<file path="src/rtl/rx_gearbox_pkg.sv">
package rx_gearbox_pkg;
  localparam int SEL_W     = 7;
  localparam int CODE_HIGH = 80;
  localparam int CODE_LOW  = 20;

  typedef enum logic [1:0] {
    MODE_ILLEGAL = 2'd0,
    MODE_SPLIT   = 2'd1,
    MODE_JOIN    = 2'd2
  } gbMode_t;

  typedef struct packed {
    logic splitLoad;   // emit lower half of a wide word, hold upper half
    logic emitUpper;   // emit the held upper half
    logic joinStore;   // hold first narrow half-word
    logic joinEmit;    // emit held half-word joined with current one
  } gbStrobe_t;

  function automatic gbMode_t decodeMode(input logic [SEL_W-1:0] code);
    if (code == SEL_W'(CODE_HIGH))     return MODE_SPLIT;
    else if (code == SEL_W'(CODE_LOW)) return MODE_JOIN;
    else                               return MODE_ILLEGAL;
  endfunction
endpackage

</file>
<file path="src/rtl/rx_gearbox_ctrl.sv">
module rx_gearbox_ctrl
  import rx_gearbox_pkg::*;
(
  input  logic             clk,
  input  logic             rst,
  input  logic [SEL_W-1:0] widthSel,
  input  logic             inValid,
  output gbStrobe_t        strobe,
  output logic             errFlag,
  output logic             pendingUpper
);
  gbMode_t modeNow;
  gbMode_t modePrev;
  logic    joinPhase;
  logic    restart;
  logic    effPending;
  logic    effPhase;
  logic    pendingNext;
  logic    phaseNext;

  assign modeNow    = decodeMode(widthSel);
  assign restart    = (modeNow != modePrev);
  assign effPending = pendingUpper & ~restart;
  assign effPhase   = joinPhase & ~restart;

  always_comb begin
    strobe      = '0;
    pendingNext = 1'b0;
    phaseNext   = 1'b0;
    unique case (modeNow)
      MODE_SPLIT: begin
        if (effPending) begin
          strobe.emitUpper = 1'b1;
        end else if (inValid) begin
          strobe.splitLoad = 1'b1;
          pendingNext      = 1'b1;
        end
      end
      MODE_JOIN: begin
        phaseNext = effPhase;
        if (inValid) begin
          if (effPhase) strobe.joinEmit  = 1'b1;
          else          strobe.joinStore = 1'b1;
          phaseNext = ~effPhase;
        end
      end
      default: begin
        strobe = '0;
      end
    endcase
  end

  always_ff @(posedge clk) begin
    if (rst) begin
      modePrev     <= MODE_ILLEGAL;
      joinPhase    <= 1'b0;
      pendingUpper <= 1'b0;
      errFlag      <= 1'b0;
    end else begin
      modePrev     <= modeNow;
      joinPhase    <= phaseNext;
      pendingUpper <= pendingNext;
      errFlag      <= (modeNow == MODE_ILLEGAL);
    end
  end
endmodule

</file>
<file path="src/rtl/rx_gearbox_dp.sv">
module rx_gearbox_dp
  import rx_gearbox_pkg::*;
#(
  parameter int SYM_W = 8
) (
  input  logic                 clk,
  input  logic                 rst,
  input  gbStrobe_t            strobe,
  input  logic [8*SYM_W-1:0]   inWord,
  output logic                 outValid,
  output logic [4*SYM_W-1:0]   outData
);
  localparam int CORE_W = 4 * SYM_W;
  localparam int WIDE_W = 8 * SYM_W;
  localparam int NARR_W = 2 * SYM_W;

  logic [CORE_W-1:0] upperHold;
  logic [NARR_W-1:0] lowHold;

  always_ff @(posedge clk) begin
    if (rst) begin
      outValid  <= 1'b0;
      outData   <= '0;
      upperHold <= '0;
      lowHold   <= '0;
    end else begin
      outValid <= strobe.splitLoad | strobe.emitUpper | strobe.joinEmit;
      if (strobe.splitLoad) begin
        outData   <= inWord[CORE_W-1:0];
        upperHold <= inWord[WIDE_W-1:CORE_W];
      end else if (strobe.emitUpper) begin
        outData <= upperHold;
      end else if (strobe.joinEmit) begin
        outData <= {inWord[NARR_W-1:0], lowHold};
      end
      if (strobe.joinStore) begin
        lowHold <= inWord[NARR_W-1:0];
      end
    end
  end
endmodule

</file>
<file path="src/rtl/rx_gearbox.sv">
module rx_gearbox
  import rx_gearbox_pkg::*;
#(
  parameter int SYM_W = 8
) (
  input  logic                 clk,
  input  logic                 rst,
  input  logic [SEL_W-1:0]     widthSel,
  input  logic                 inValid,
  input  logic [8*SYM_W-1:0]   inWord,
  output logic                 outValid,
  output logic [4*SYM_W-1:0]   outData,
  output logic                 errFlag
);
  gbStrobe_t strobe;
  logic      pendingUpper;

  rx_gearbox_ctrl u_ctrl (
    .clk          (clk),
    .rst          (rst),
    .widthSel     (widthSel),
    .inValid      (inValid),
    .strobe       (strobe),
    .errFlag      (errFlag),
    .pendingUpper (pendingUpper)
  );

  rx_gearbox_dp #(.SYM_W(SYM_W)) u_dp (
    .clk      (clk),
    .rst      (rst),
    .strobe   (strobe),
    .inWord   (inWord),
    .outValid (outValid),
    .outData  (outData)
  );
endmodule

</file>
<file path="config.mk">
export PLATFORM = sky130hd
export DESIGN_NAME = rx_gearbox
export DESIGN_NICKNAME = d
export VERILOG_FILES = /design/src/rtl/rx_gearbox_pkg.sv /design/src/rtl/rx_gearbox_ctrl.sv /design/src/rtl/rx_gearbox_dp.sv /design/src/rtl/rx_gearbox.sv
export SDC_FILE = /design/constraint.sdc
export NUM_CORES = 1
export LEC_CHECK = 0
export BUFFER_PORTS_ARGS = -buffer_cell sky130_fd_sc_hd__buf_4
export CAP_MARGIN = 30
export CORE_AREA = 2 2 88 90
export DETAILED_ROUTE_END_ITERATION = 10
export DIE_AREA = 0 0 90 92
export PLACE_DENSITY = 0.93
export SKIP_LAST_GASP = 1
export SLEW_MARGIN = 20
export SYNTH_ARGS = -nofsm -noshare
export SYNTH_HDL_FRONTEND = slang
export SYNTH_SLANG_ARGS = --single-unit
export TNS_END_PERCENT = 30
</file>
<file path="constraint.sdc">
create_clock -name clk -period 4.05 [get_ports clk]
set_input_delay 0.2025 -clock clk [delete_from_list [all_inputs] [get_ports clk]]
set_output_delay 0.2025 -clock clk [all_outputs]
set_load 0.005 [all_outputs]
</file>
Yosys cells after proc, flatten, opt, wreduce, memory -nomap -nowiden. Index checks and enable logic that the tools add are counted.

Eq/ne operators: 5. Muxes and demuxes: 14. Bitwise gates (word level): 8. Reductions and logical operators: 4.

Operator list (count): $mux 32 (3); $mux 2 (5); $eq 7x5->1 const B (1); $eq 7x7->1 const B (1); $mux 1 (6); $not 1->1 (4); $reduce_or 2->1 (2); $reduce_bool 3->1 (1); $and 1x1->1 (2); $eq 2x1->1 const B (1); $eq 2x2->1 const B (1); $logic_not 2->1 (1); $ne 2x2->1 (1); $or 1x1->1 (2).

Register bits after elaboration: 86. Bits of input ports: 74. Output and inout bits: 34. Word-level logic and storage cells: 39.

Longest topological paths before layout. Gate-level depths: netlist (run 1).

Depth in word-level cells: 12. Mapped depth: 12. Mapped depth without buffers: 9.

Hierarchy. A second synthesis (run 1) with hierarchy kept.

Cell total of the unflattened synthesis: 366. Area total of the unflattened synthesis: 3876.2 µm².

Modules (own cells, without submodules): rx_gearbox_dp (instances 1, cells each 339, area each 3587.2 µm², seq. area each 1621.6 µm²); rx_gearbox_ctrl (instances 1, cells each 27, area each 289.0 µm², seq. area each 100.1 µm²).

Least setup slack after synthesis (run 1). No wires, ideal clock.

Path kind: input-to-reg. Start point: input widthSel[5]. End point: register u_dp.outData[25]. Library setup time: 0.088 ns. Arrival: 2.324 ns. Setup slack: 1.638 ns. Cell stages on the path: 10. Buffers on the path: 1. Cells stage by stage: or4b_4 -> nor4b_1 -> o21a_1 -> a31o_2 -> ha_1 -> a21oi_1 -> a21oi_1 -> clkbuf_1 -> a31oi_1 -> a311oi_2.

Cells in the longest elaborated chain, start to end: 10.

RTL lines: start, declared (RTL line rx_gearbox.sv:8) `input logic [SEL_W-1:0] widthSel,`; $eq 7x5->1 (RTL line rx_gearbox_pkg.sv:21) `else if (code == SEL_W'(CODE_LOW)) return MODE_JOIN;`; $mux 2 (RTL line rx_gearbox_pkg.sv:21); $mux 2 (*) (RTL line rx_gearbox_pkg.sv:20) `if (code == SEL_W'(CODE_HIGH)) return MODE_SPLIT;`; $ne 2x2->1 (RTL line rx_gearbox_ctrl.sv:22) `assign restart = (modeNow != modePrev);`; $not 1->1 (RTL line rx_gearbox_ctrl.sv:23, rx_gearbox_ctrl.sv:24); $and 1x1->1 (on tied branches) (RTL line rx_gearbox_ctrl.sv:24, rx_gearbox_ctrl.sv:23); $mux 1 (on tied branches) (RTL line rx_gearbox_ctrl.sv:42, rx_gearbox_ctrl.sv:32); $mux 2 (on tied branches) (RTL line rx_gearbox_ctrl.sv:41, rx_gearbox_ctrl.sv:30); $mux 2 or $mux 32 (tied branches) (RTL line rx_gearbox_ctrl.sv:30, rx_gearbox_dp.sv:31); $reduce_bool 3->1 (no source line) or $mux 32 (tied branches); end signal, assigned (RTL line rx_gearbox_dp.sv:29) `outData <= inWord[CORE_W-1:0];`; end signal, assigned (RTL line rx_gearbox_dp.sv:32) `outData <= upperHold;`; end signal, assigned (RTL line rx_gearbox_dp.sv:34) `outData <= {inWord[NARR_W-1:0], lowHold};`; end, declared (RTL line rx_gearbox_dp.sv:11) `output logic [4*SYM_W-1:0] outData`.

Mark *: on every way between the ends. The rest lies on a longest branch, timed or not. A chain may end at the register's enable or synchronous reset.

Final worst setup path (run 1).
Start point: input widthSel[5]. End point: register u_dp.outData[12].

Same word-level chain as after synthesis.

==> flow_summary.json, run 1 <==
{
  "critPathLaunch": "widthSel[5]",
  "async_flop_share": 0,
  "final_cell_mix": "111 x buf_4, 86 x dfxtp_1, 54 x nor2_1, 48 x mux2i_1, 44 x nand2_1",
  "power_density_nw_per_um2": 328.8,
  "rrSetupSlack_ns": 1.42,
  "fp-row-count": 32,
  "viasPerCell": 5.872,
  "worst_slack_ns": 1.275,
  "clockRootBuffer": "clkbuf_8",
  "cts.sinks": 86,
  "insertedDiodeCount": 0,
  "cp_slowest_stage_delay_ns": 0.57,
  "pwr-share-comb": 0.086,
  "vias": 3664,
  "gr-usage-all-layers": 0.2621,
  "layout-area-overhead-vs-synth_pct": 24.01,
  "yosysWarnings": 0,
  "grt_max_degree": 66,
  "cts_resized": 0,
  "tightest_slew_ns": 0.8972,
  "die_x_um": 90,
  "antenna_left": 0,
  "seq_area_um2": 1722,
  "ys_ff_latch": 86,
  "clk_path_buf_depth": 2,
  "synth_cell_types": 39,
  "initial_core_util": 0.5417,
  "power_mw": 1.645,
  "worstPathCellList": "buf_4, nor4b_4, nand3_1, o22ai_1, a31o_2, ha_1, a21oi_1, a21oi_1, buf_4, and3_1, buf_4, o22ai_1",
  "synthesis.nets": 508,
  "netlist_area_um2": 4034,
  "post-cts-setup-buffers": 0,
  "mostFrequentLayoutCell": "buf_4",
  "min_path_type": "in -> reg",
  "seq_area_frac_synth": 0.4268,
  "cts_hold_buffers": 0,
  "hold_start": "inWord[58]",
  "crit_slowest_cell": "nor4b_4",
  "drive_above_1_share": 0.3027,
  "p_sw_mw": 0.3589,
  "grt_antenna_before_repair": 0,
  "drv_cap": 0,
  "numCtsBuffers": 9,
  "wl_per_cell_um": 17.08,
  "gp_routability_congestion": 0.8348,
  "crit_fanout": 21,
  "vdd.ir_drop.worst_uv": 211.7,
  "portBuffers": 107,
  "rsz0062_at_grt": "no",
  "synth_edf_count": 0,
  "synth_cells": 432,
  "switching_share": 0.2182,
  "routed_wl_um": 10660,
  "critical_path_arrival_ns": 2.99,
  "grt_pass1_vias": 3583,
  "p_seq_frac": 0.516,
  "syn_avg_cell_area_um2": 9.338,
  "cp_common_cell": "buf_4",
  "power_frac_clock": 0.398,
  "worstPathRequired_ns": 4.27,
  "drtPass1Iterations": 5,
  "io_pins": 108,
  "synth-main-ff-cell": "dfxtp_1",
  "timing.final.crit_share": 0.6851,
  "drv_slew": 0,
  "max_freq_mhz": 360.4,
  "cts.clk_slew.worst_paths_ns": 0.08,
  "hold_violations": 0,
  "dp_hpwl_um": 7278,
  "period_minus_slack_ns": 2.775,
  "status": "completed",
  "die_y_um": 92,
  "h-tree-depth": 3,
  "drtIter0Drc": 324,
  "final_nets": 593,
  "critPathKind": "in -> reg",
  "internal_power_mw": 1.286,
  "reg2reg_from": "u_ctrl.modePrev[0]$_SDFF_PP0_",
  "cts_tree": "built",
  "pre_cts_ws_ns": 0.9824,
  "clk_latency_ns": 0.35,
  "remaining_drc_errors": 0,
  "leakage_nw": 2.338,
  "die_area_um2": 8280,
  "fin_skew_ns": 0.009487,
  "fillers": 600,
  "finalSetupViolations": 0,
  "coreArea_um2": 7447,
  "max-slew-margin-rel": 0.3993,
  "grt_overflow_total": 0,
  "multi_input_area_um2": 2090,
  "grt_pass1_wl_um": 17480,
  "cp-start-kind": "input pin",
  "end_kind": "flip-flop",
  "fin_tns_setup_ns": 0
}
==> Yosys cell counts (2+ instances only) <==
library cell	n	share of area
nand2_1	44	0.041
mux2i_1	48	0.12
nor2_1	54	0.050
buf_4	3	0.0056
mux2_2	21	0.059
dfxtp_1	86	0.43
a21o_1	11	0.020
a311oi_2	3	0.011
ha_1	2	0.0062
nor2b_1	2	0.0031
clkbuf_1	16	0.015
inv_1	4	0.0037
a21oi_1	2	0.0025
buf_2	10	0.012
a31oi_1	12	0.019
nand2b_1	21	0.033
nand3_1	12	0.015
o22ai_1	43	0.067
buf_1	2	0.0019
nor3_1	3	0.0037
nand4_4	2	0.011
a311oi_1	8	0.017
buf_6	6	0.017
nand3b_1	2	0.0037
==> worst max-delay path: cells and delay by family <==
family	cells	cell delay [ns]
AND/OR/NAND/NOR	3	1.28
adder cells (fa/ha/maj)	1	0.13
buffers and inverters	3	0.68
AO/OA/AOI/OAI	5	0.69
==> state kept, by name, summed over array words and instances, names as in the netlist <==
register,count
u_ctrl.errFlag,1
u_dp.upperHold,32
u_ctrl.pendingUpper,1
u_ctrl.modePrev,2
u_dp.lowHold,16
u_ctrl.joinPhase,1
u_dp.outValid,1
u_dp.outData,32
==> power by group through the flow <==
| stage | registers [mW] | clock network, mW | logic (mW) |
|---|---|---|---|
| finish | 0.849 | 0.654 | 0.141 |
| global route | 0.850 | 0.702 | 0.153 |
| CTS | 0.849 | 0.660 | 0.141 |
| detailed placement | 0.869 | 0 | 0.140 |
| global placement | 0.869 | 0 | 0.136 |
| floorplan | 0.869 | 0 | 0.0642 |
==> stage by stage <==
| stage | hold WS (ns) | utilization | area [um2] | std cells |
|---|---|---|---|---|
| 2_1_floorplan | 0.3278 | - | 4034 | 432 |
| 3_3_place_gp | 0.4329 | 0.6428 | 4787 | 608 |
| 3_5_place_dp | 0.4418 | 0.6428 | 4787 | 608 |
| 4_1_cts | 0.07827 | 0.6717 | 5002 | 624 |
| 5_1_grt | 0.08282 | 0.6717 | 5002 | 624 |
| 6_report | 0.08453 | 0.6717 | 5002 | 624 |
==> per-layer routing <==
| layer | global-route usage | vias to the layer above | share of wire | wire length (um) |
|---|---|---|---|---|
| met5 | 0 | - | 0 | 0 |
| met4 | 0.1179 | 0 | 0.028 | 299 |
| met3 | 0.04930 | 25 | 0.079 | 847 |
| met2 | 0.4311 | 196 | 0.49 | 5176 |
| met1 | 0.3365 | 1738 | 0.41 | 4336 |
| li1 | - | 1705 | - | - |
==> cells by family (layout without fill, tap and decap cells) <==
kind of cell | count (synthesis) | in the layout | share of synthesized area
xor gates and xnor gates | 1 | 1 | 0.002172
buffers and inverters | 41 | 131 | 0.05521
muxes | 69 | 69 | 0.1777
and+or+nand+nor | 150 | 150 | 0.1867
AOI/OAI and AO/OA | 83 | 83 | 0.1452
adders and majority gates | 2 | 2 | 0.006202
DFF | 86 | 86 | 0.4268
==> final timing paths <==
path	to	depth (start not counted)
worst max-delay path	u_dp.outData[12]$_SDFFE_PP0P_	12
worst min-delay path	u_dp.upperHold[26]$_SDFFE_PP0P_	3
worst max register to register	u_dp.outData[12]$_SDFFE_PP0P_	10
worst min register to register	u_dp.outData[0]$_SDFFE_PP0P_	2
==> layout make-up <==
type                    count  area share
flip-flops and latches     86      0.3442
clock inverters             4     0.01401
clock buffers              12     0.02901
inverters                   4    0.003001
multi-input cells         305      0.4177
repair buffers            111      0.1666
well taps                 102     0.02551
(Power assumes the default switching activity.)
==> run 2: changes to the inputs <==
--- a/config.mk
+++ b/config.mk
@@ -7,10 +7,10 @@
 export LEC_CHECK = 0
 export BUFFER_PORTS_ARGS = -buffer_cell sky130_fd_sc_hd__buf_4
 export CAP_MARGIN = 30
-export CORE_AREA = 2 2 88 90
+export CORE_AREA = 2 2 91 93
 export DETAILED_ROUTE_END_ITERATION = 10
-export DIE_AREA = 0 0 90 92
-export PLACE_DENSITY = 0.93
+export DIE_AREA = 0 0 93 95
+export PLACE_DENSITY = 0.88
 export SKIP_LAST_GASP = 1
 export SLEW_MARGIN = 20
 export SYNTH_ARGS = -nofsm -noshare
==> constraint.sdc (replaced) <==
create_clock -name clk -period 2.8 [get_ports clk]
set_input_delay 0.14 -clock clk [delete_from_list [all_inputs] [get_ports clk]]
set_output_delay 0.14 -clock clk [all_outputs]
set_load 0.005 [all_outputs]
==> run 2 against run 1 <==
Against the previous run: sequential cell count is the same; register-to-register slack worse by 0.76 ns; cell area decreased by 0.30%; via count down 2.0%; routed wire length is 0.16% higher; sequential share of layout area up 0.10 points; largest power group unchanged; critical path depth shrank 1; critical path type unchanged.
==> flow_summary.json, run 2 (synthesis results as in run 1) <==
{
  "critical_path_arrival_ns": 2.39,
  "stdcell_area_um2": 4987,
  "die_x_um": 93,
  "h-tree-depth": 3,
  "end_kind": "flip-flop",
  "clk_path_buf_depth": 2,
  "drtPass1Iterations": 5,
  "tightest_slew_ns": 0.8153,
  "hold_depth": 3,
  "mostFrequentLayoutCell": "buf_4",
  "grt_pass1_wl_um": 16790,
  "worstRegToRegCells": 9,
  "numCtsBuffers": 9,
  "gp_routability_congestion": 0.8063,
  "drv_cap": 0,
  "grt_antenna_before_repair": 0,
  "clk_latency_ns": 0.34,
  "final_cell_mix": "113 x buf_4, 86 x dfxtp_1, 54 x nor2_1, 48 x mux2i_1, 44 x nand2_1",
  "vdd.ir_drop.worst_uv": 325.2,
  "insertedDiodeCount": 0,
  "crit_fanout": 32,
  "fp-row-count": 33,
  "hold_end": "u_dp.upperHold[2]$_SDFFE_PP0P_",
  "cts_hold_buffers": 0,
  "worstPathRequired_ns": 3.00,
  "cts.sinks": 86,
  "remaining_drc_errors": 0,
  "leakage_nw": 2.326,
  "cts.clk_slew.worst_paths_ns": 0.08,
  "die_area_um2": 8835,
  "portBuffers": 107,
  "layout-area-overhead-vs-synth_pct": 23.64,
  "r2r_end": "u_dp.outData[25]$_SDFFE_PP0P_",
  "grt_max_degree": 65,
  "grt_pass1_vias": 3399,
  "routed_wl_um": 10680,
  "finalSetupViolations": 0,
  "clockRootBuffer": "clkbuf_8",
  "cts_resized": 0,
  "timing.final.crit_share": 0.7829,
  "critPathKind": "in -> reg",
  "max-slew-margin-rel": 0.4541,
  "antenna_left": 0,
  "fin_skew_ns": 0.005362,
  "rsz0062_at_grt": "no",
  "rrSetupSlack_ns": 0.66,
  "drtIter0Drc": 242,
  "min_path_type": "in -> reg",
  "drv_slew": 0,
  "drive_above_1_share": 0.3010,
  "reg2reg_from": "u_ctrl.modePrev[0]$_SDFF_PP0_",
  "io_pins": 108,
  "grt_overflow_total": 0,
  "power_density_nw_per_um2": 440.5,
  "status": "completed",
  "largestRegisters": "u_dp.outData: 32 flops, u_dp.upperHold: 32 flops, u_dp.lowHold: 16 flops",
  "final_nets": 596,
  "wl_per_cell_um": 16.95,
  "gr-usage-all-layers": 0.2430,
  "hold_violations": 0,
  "fin_tns_setup_ns": 0,
  "cts_tree": "built",
  "vias": 3592,
  "initial_core_util": 0.5088,
  "dp_hpwl_um": 7343,
  "cp-start-kind": "input pin",
  "pre_cts_ws_ns": 0.2835,
  "max_freq_mhz": 456.2,
  "worst_slack_ns": 0.6078,
  "post-cts-setup-buffers": 0,
  "place_area_um2": 4826,
  "coreArea_um2": 7928,
  "hold_start": "inWord[34]",
  "viasPerCell": 5.702,
  "die_y_um": 95,
  "period_minus_slack_ns": 2.192
}
[run 2: changes by cell type in the layout (fill, tap and decap cells not counted)]
cell,delta
clkinv_2,-1
bufinv_16,-2
buf_12,+1
buf_4,+2
clkbuf_1,+3
[run 2: cell type report]
cell class | count | area (um2)
multi-input combinational | 305 | 2090
sequential | 86 | 1722
clock buffer | 15 | 156.4
fill | 684 | 2940
inverter | 4 | 15.01
tap | 105 | 131.4
clock inverter | 1 | 5.005
timing repair buffer | 114 | 868.3
[run 2: power breakdown]
part           switching, mW  total (mW)  internal (mW)
clock                  0.413       0.761          0.348
sequential           0.00238        1.23           1.23
combinational         0.0971       0.207          0.110
total                  0.512        2.20           1.68
[run 2: through the flow]
step                total power, mW  hold WS, ns  utilization  instances
floorplan                     1.350       0.2653            -        432
global placement              1.458       0.3710       0.6087        614
detailed placement            1.464       0.3803       0.6087        614
CTS                           2.203      0.01715       0.6291        630
global route                  2.269      0.03003       0.6291        630
finish                        2.197      0.02060       0.6291        630
[run 2: layer usage]
layer	vias up	wire length (um)	track usage
met2	160	5361	0.4221
met5	-	0	0
met3	9	887	0.04469
li1	1716	-	-
met1	1707	4317	0.3028
met4	0	110	0.08701
[run 2: worst max-delay path by stage]
stage,slack [ns],depth (start not counted),startpoint,to
after floorplan,0.45,10,widthSel[5],u_dp.outData[25]$_SDFFE_PP0P_
after global placement,0.33,11,widthSel[5],u_dp.outData[25]$_SDFFE_PP0P_
after detailed placement,0.28,11,widthSel[5],u_dp.outData[26]$_SDFFE_PP0P_
after CTS,0.66,11,widthSel[5],u_dp.outData[25]$_SDFFE_PP0P_
after global routing,0.39,11,widthSel[5],u_dp.outData[28]$_SDFFE_PP0P_
final,0.61,11,widthSel[5],u_dp.outData[25]$_SDFFE_PP0P_
[run 2: critical path, cell delays in order]
cell	delay [ns]
buf_4	0.13
or4b_4	0.56
nor4b_1	0.26
o21a_1	0.18
a31o_2	0.15
ha_1	0.13
a21oi_1	0.06
a21oi_1	0.20
and3_1	0.24
buf_12	0.20
a311oi_2	0.11
==> run 3: changes to the inputs <==
--- a/config.mk
+++ b/config.mk
@@ -5,12 +5,13 @@
 export SDC_FILE = /design/constraint.sdc
 export NUM_CORES = 1
 export LEC_CHECK = 0
+export ABC_AREA = 1
 export BUFFER_PORTS_ARGS = -buffer_cell sky130_fd_sc_hd__buf_4
 export CAP_MARGIN = 30
-export CORE_AREA = 2 2 91 93
+export CORE_AREA = 2 2 94 96
 export DETAILED_ROUTE_END_ITERATION = 10
-export DIE_AREA = 0 0 93 95
-export PLACE_DENSITY = 0.88
+export DIE_AREA = 0 0 96 98
+export PLACE_DENSITY = 0.89
 export SKIP_LAST_GASP = 1
 export SLEW_MARGIN = 20
 export SYNTH_ARGS = -nofsm -noshare
==> constraint.sdc (replaced) <==
create_clock -name clk -period 2.3 [get_ports clk]
set_input_delay 0.115 -clock clk [delete_from_list [all_inputs] [get_ports clk]]
set_output_delay 0.115 -clock clk [all_outputs]
set_load 0.005 [all_outputs]
==> run 3 against run 2 <==
Against the previous run: non-clock buffer count up 7; clock-buffer cell count shrank 4; cell count is 38% higher; global-route usage grew 2.2 points; hold slack better by 0.0034 ns; critical endpoint is now u_dp.upperHold[16]$_SDFFE_PP0P_; highest routed layer unchanged.
==> flow_summary.json, run 3 <==
{
  "status": "completed",
  "antenna_left": 0,
  "seq_area_um2": 1722,
  "yosysMostFrequentCell": "inv_1",
  "end_kind": "flip-flop",
  "largestRegisters": "u_dp.outData: 32 flops, u_dp.upperHold: 32 flops, u_dp.lowHold: 16 flops",
  "synthesis.nets": 748,
  "initial_core_util": 0.5225,
  "synth_edf_count": 0,
  "vias": 4550,
  "final_nets": 830,
  "p_seq_frac": 0.535,
  "fin_skew_ns": 0.01343,
  "cp-start-kind": "flip-flop",
  "power_mw": 2.800,
  "fp-row-count": 34,
  "mostFrequentLayoutCell": "inv_1",
  "routed_wl_um": 11920,
  "fillers": 706,
  "remaining_drc_errors": 0,
  "synth_common_cells": "144 x inv_1, 142 x nand2_1, 86 x dfxtp_1",
  "tightest_slew_ns": 0.8256,
  "fin_tns_setup_ns": 0,
  "synth.top_cell.area_share": 0.3893,
  "clk_path_buf_depth": 2,
  "min_path_type": "in -> reg",
  "clk_latency_ns": 0.37,
  "cts_resized": 0,
  "finalSetupViolations": 0,
  "gp_routability_congestion": 0.9719,
  "drive_above_1_share": 0.1924,
  "critical_path_arrival_ns": 2.33,
  "io_pins": 108,
  "syn_avg_cell_area_um2": 6.582,
  "cts_tree": "built",
  "clockRootBuffer": "clkbuf_8",
  "yosysWarnings": 0,
  "synth_cell_types": 23,
  "cts_hold_buffers": 1,
  "drv_slew": 0,
  "p_sw_mw": 0.6611,
  "drv_cap": 0,
  "crit_fanout": 39,
  "switching_share": 0.2361,
  "leakage_nw": 2.776,
  "multi_input_area_um2": 1894,
  "async_flop_share": 0,
  "netlist_area_um2": 4423,
  "power_frac_clock": 0.388,
  "seq_area_frac_synth": 0.3893,
  "grt_pass1_wl_um": 19770,
  "vdd.ir_drop.worst_uv": 258.8,
  "cts.clk_slew.worst_paths_ns": 0.09,
  "die_x_um": 96,
  "cts.sinks": 86,
  "gr-usage-all-layers": 0.2648,
  "synth_cells": 672,
  "wl_per_cell_um": 13.75,
  "worstPathRequired_ns": 2.60,
  "insertedDiodeCount": 0,
  "die_area_um2": 9408,
  "portBuffers": 107,
  "layout-area-overhead-vs-synth_pct": 23.42,
  "internal_power_mw": 2.139,
  "grt_max_degree": 59,
  "numCtsBuffers": 9,
  "coreArea_um2": 8466,
  "period_minus_slack_ns": 2.026,
  "drtIter0Drc": 332,
  "post-cts-setup-buffers": 0,
  "power_density_nw_per_um2": 513.0,
  "netlist_top_cells_area": "dfxtp_1 39%, inv_1 12%, nand2_1 12%",
  "critPathKind": "reg -> reg",
  "hold_violations": 0,
  "dp_hpwl_um": 8491,
  "ys_ff_latch": 86,
  "rsz0062_at_grt": "no",
  "die_y_um": 98,
  "final_cell_mix": "144 x inv_1, 142 x nand2_1, 117 x buf_4, 86 x dfxtp_1, 69 x a21oi_1",
  "synth-main-ff-cell": "dfxtp_1",
  "max_freq_mhz": 493.7,
  "drtPass1Iterations": 5,
  "pwr-share-comb": 0.077,
  "viasPerCell": 5.248,
  "grt_antenna_before_repair": 0,
  "timing.final.crit_share": 0.8807,
  "h-tree-depth": 3,
  "netlist.top_cell.by_area": "dfxtp_1",
  "max-slew-margin-rel": 0.4484,
  "grt_pass1_vias": 4374,
  "grt_overflow_total": 0
}
run 3: changes by cell type after synthesis, moves of 48 or more:
cell | previous run | this run
inv_1 | 4 | 144
mux2i_1 | 48 | 0
nand4_1 | 1 | 64
nor2_1 | 54 | 6
nand2_1 | 44 | 142
a21oi_1 | 2 | 69
o21ai_0 | 0 | 48
run 3: logic make-up (layout without fill, tap and decap cells):
logic type      count (synthesis)  count (layout)  synth area share
compound gates                119             119            0.1372
buf+inv                       199             286            0.1825
flops                          86              86            0.3893
simple gates                  266             266            0.2854
fa+ha+maj                       2               2          0.005657
run 3: area by class of cell:
cell class | instances | area share
Sequential cell | 86 | 0.3154
Clock inverter | 5 | 0.01077
Inverter | 149 | 0.1025
Tap cell | 108 | 0.02475
Multi-Input combinational cell | 387 | 0.3470
Clock buffer | 11 | 0.02590
Timing Repair Buffer | 121 | 0.1737
run 3: critical path: stages, from the launching register on:
cell and delay [ns]:
dfxtp_1 0.33, nand3b_1 0.11, nand2_1 0.13, nor2_8 0.26, buf_4 0.26, nand2_1 0.09
nand2_2 0.12, buf_4 0.32, o21ai_0 0.17, a21oi_1 0.18
run 3: path summary, 6_finish.rpt:
path,slack (ns),cells after the start,endpoint,start
max reg2reg,0.27,9,u_dp.upperHold[16]$_SDFFE_PP0P_,u_ctrl.modePrev[1]$_SDFF_PP0_
min,0.02,3,u_dp.upperHold[20]$_SDFFE_PP0P_,inWord[52]
max,0.27,9,u_dp.upperHold[16]$_SDFFE_PP0P_,u_ctrl.modePrev[1]$_SDFF_PP0_
min reg2reg,0.46,2,u_dp.lowHold[7]$_SDFFE_PP0P_,u_dp.lowHold[7]$_SDFFE_PP0P_
run 3: routing by layer:
metal	global-route usage	up-vias	wire [um]
met5	0	-	0
met4	0.1231	0	448
met3	0.05324	42	916
met2	0.4220	188	5705
met1	0.3411	2025	4850
li1	-	2295	-
run 3: per-stage QoR:
step | cell area (um2) | setup WS, ns | util | instances | hold WS [ns]
after floorplan | 4423 | 0.2143 | - | 672 | 0.1874
after global placement | 5249 | 0.1772 | 0.6200 | 850 | 0.3319
after detailed placement | 5249 | 0.02496 | 0.6200 | 850 | 0.3407
after CTS | 5459 | 0.2797 | 0.6448 | 867 | 0.02042
after global routing | 5459 | 0.09160 | 0.6448 | 867 | 0.04127
final | 5459 | 0.2744 | 0.6448 | 867 | 0.02397
run 3: power by group through the flow:
stage | combinational (mW) | clock, mW | sequential (mW)
4_1_cts | 0.215 | 1.09 | 1.50
6_report | 0.216 | 1.09 | 1.50
5_1_grt | 0.239 | 1.15 | 1.50
2_1_floorplan | 0.0763 | 0 | 1.53
3_3_place_gp | 0.209 | 0 | 1.53
3_5_place_dp | 0.212 | 0 | 1.53
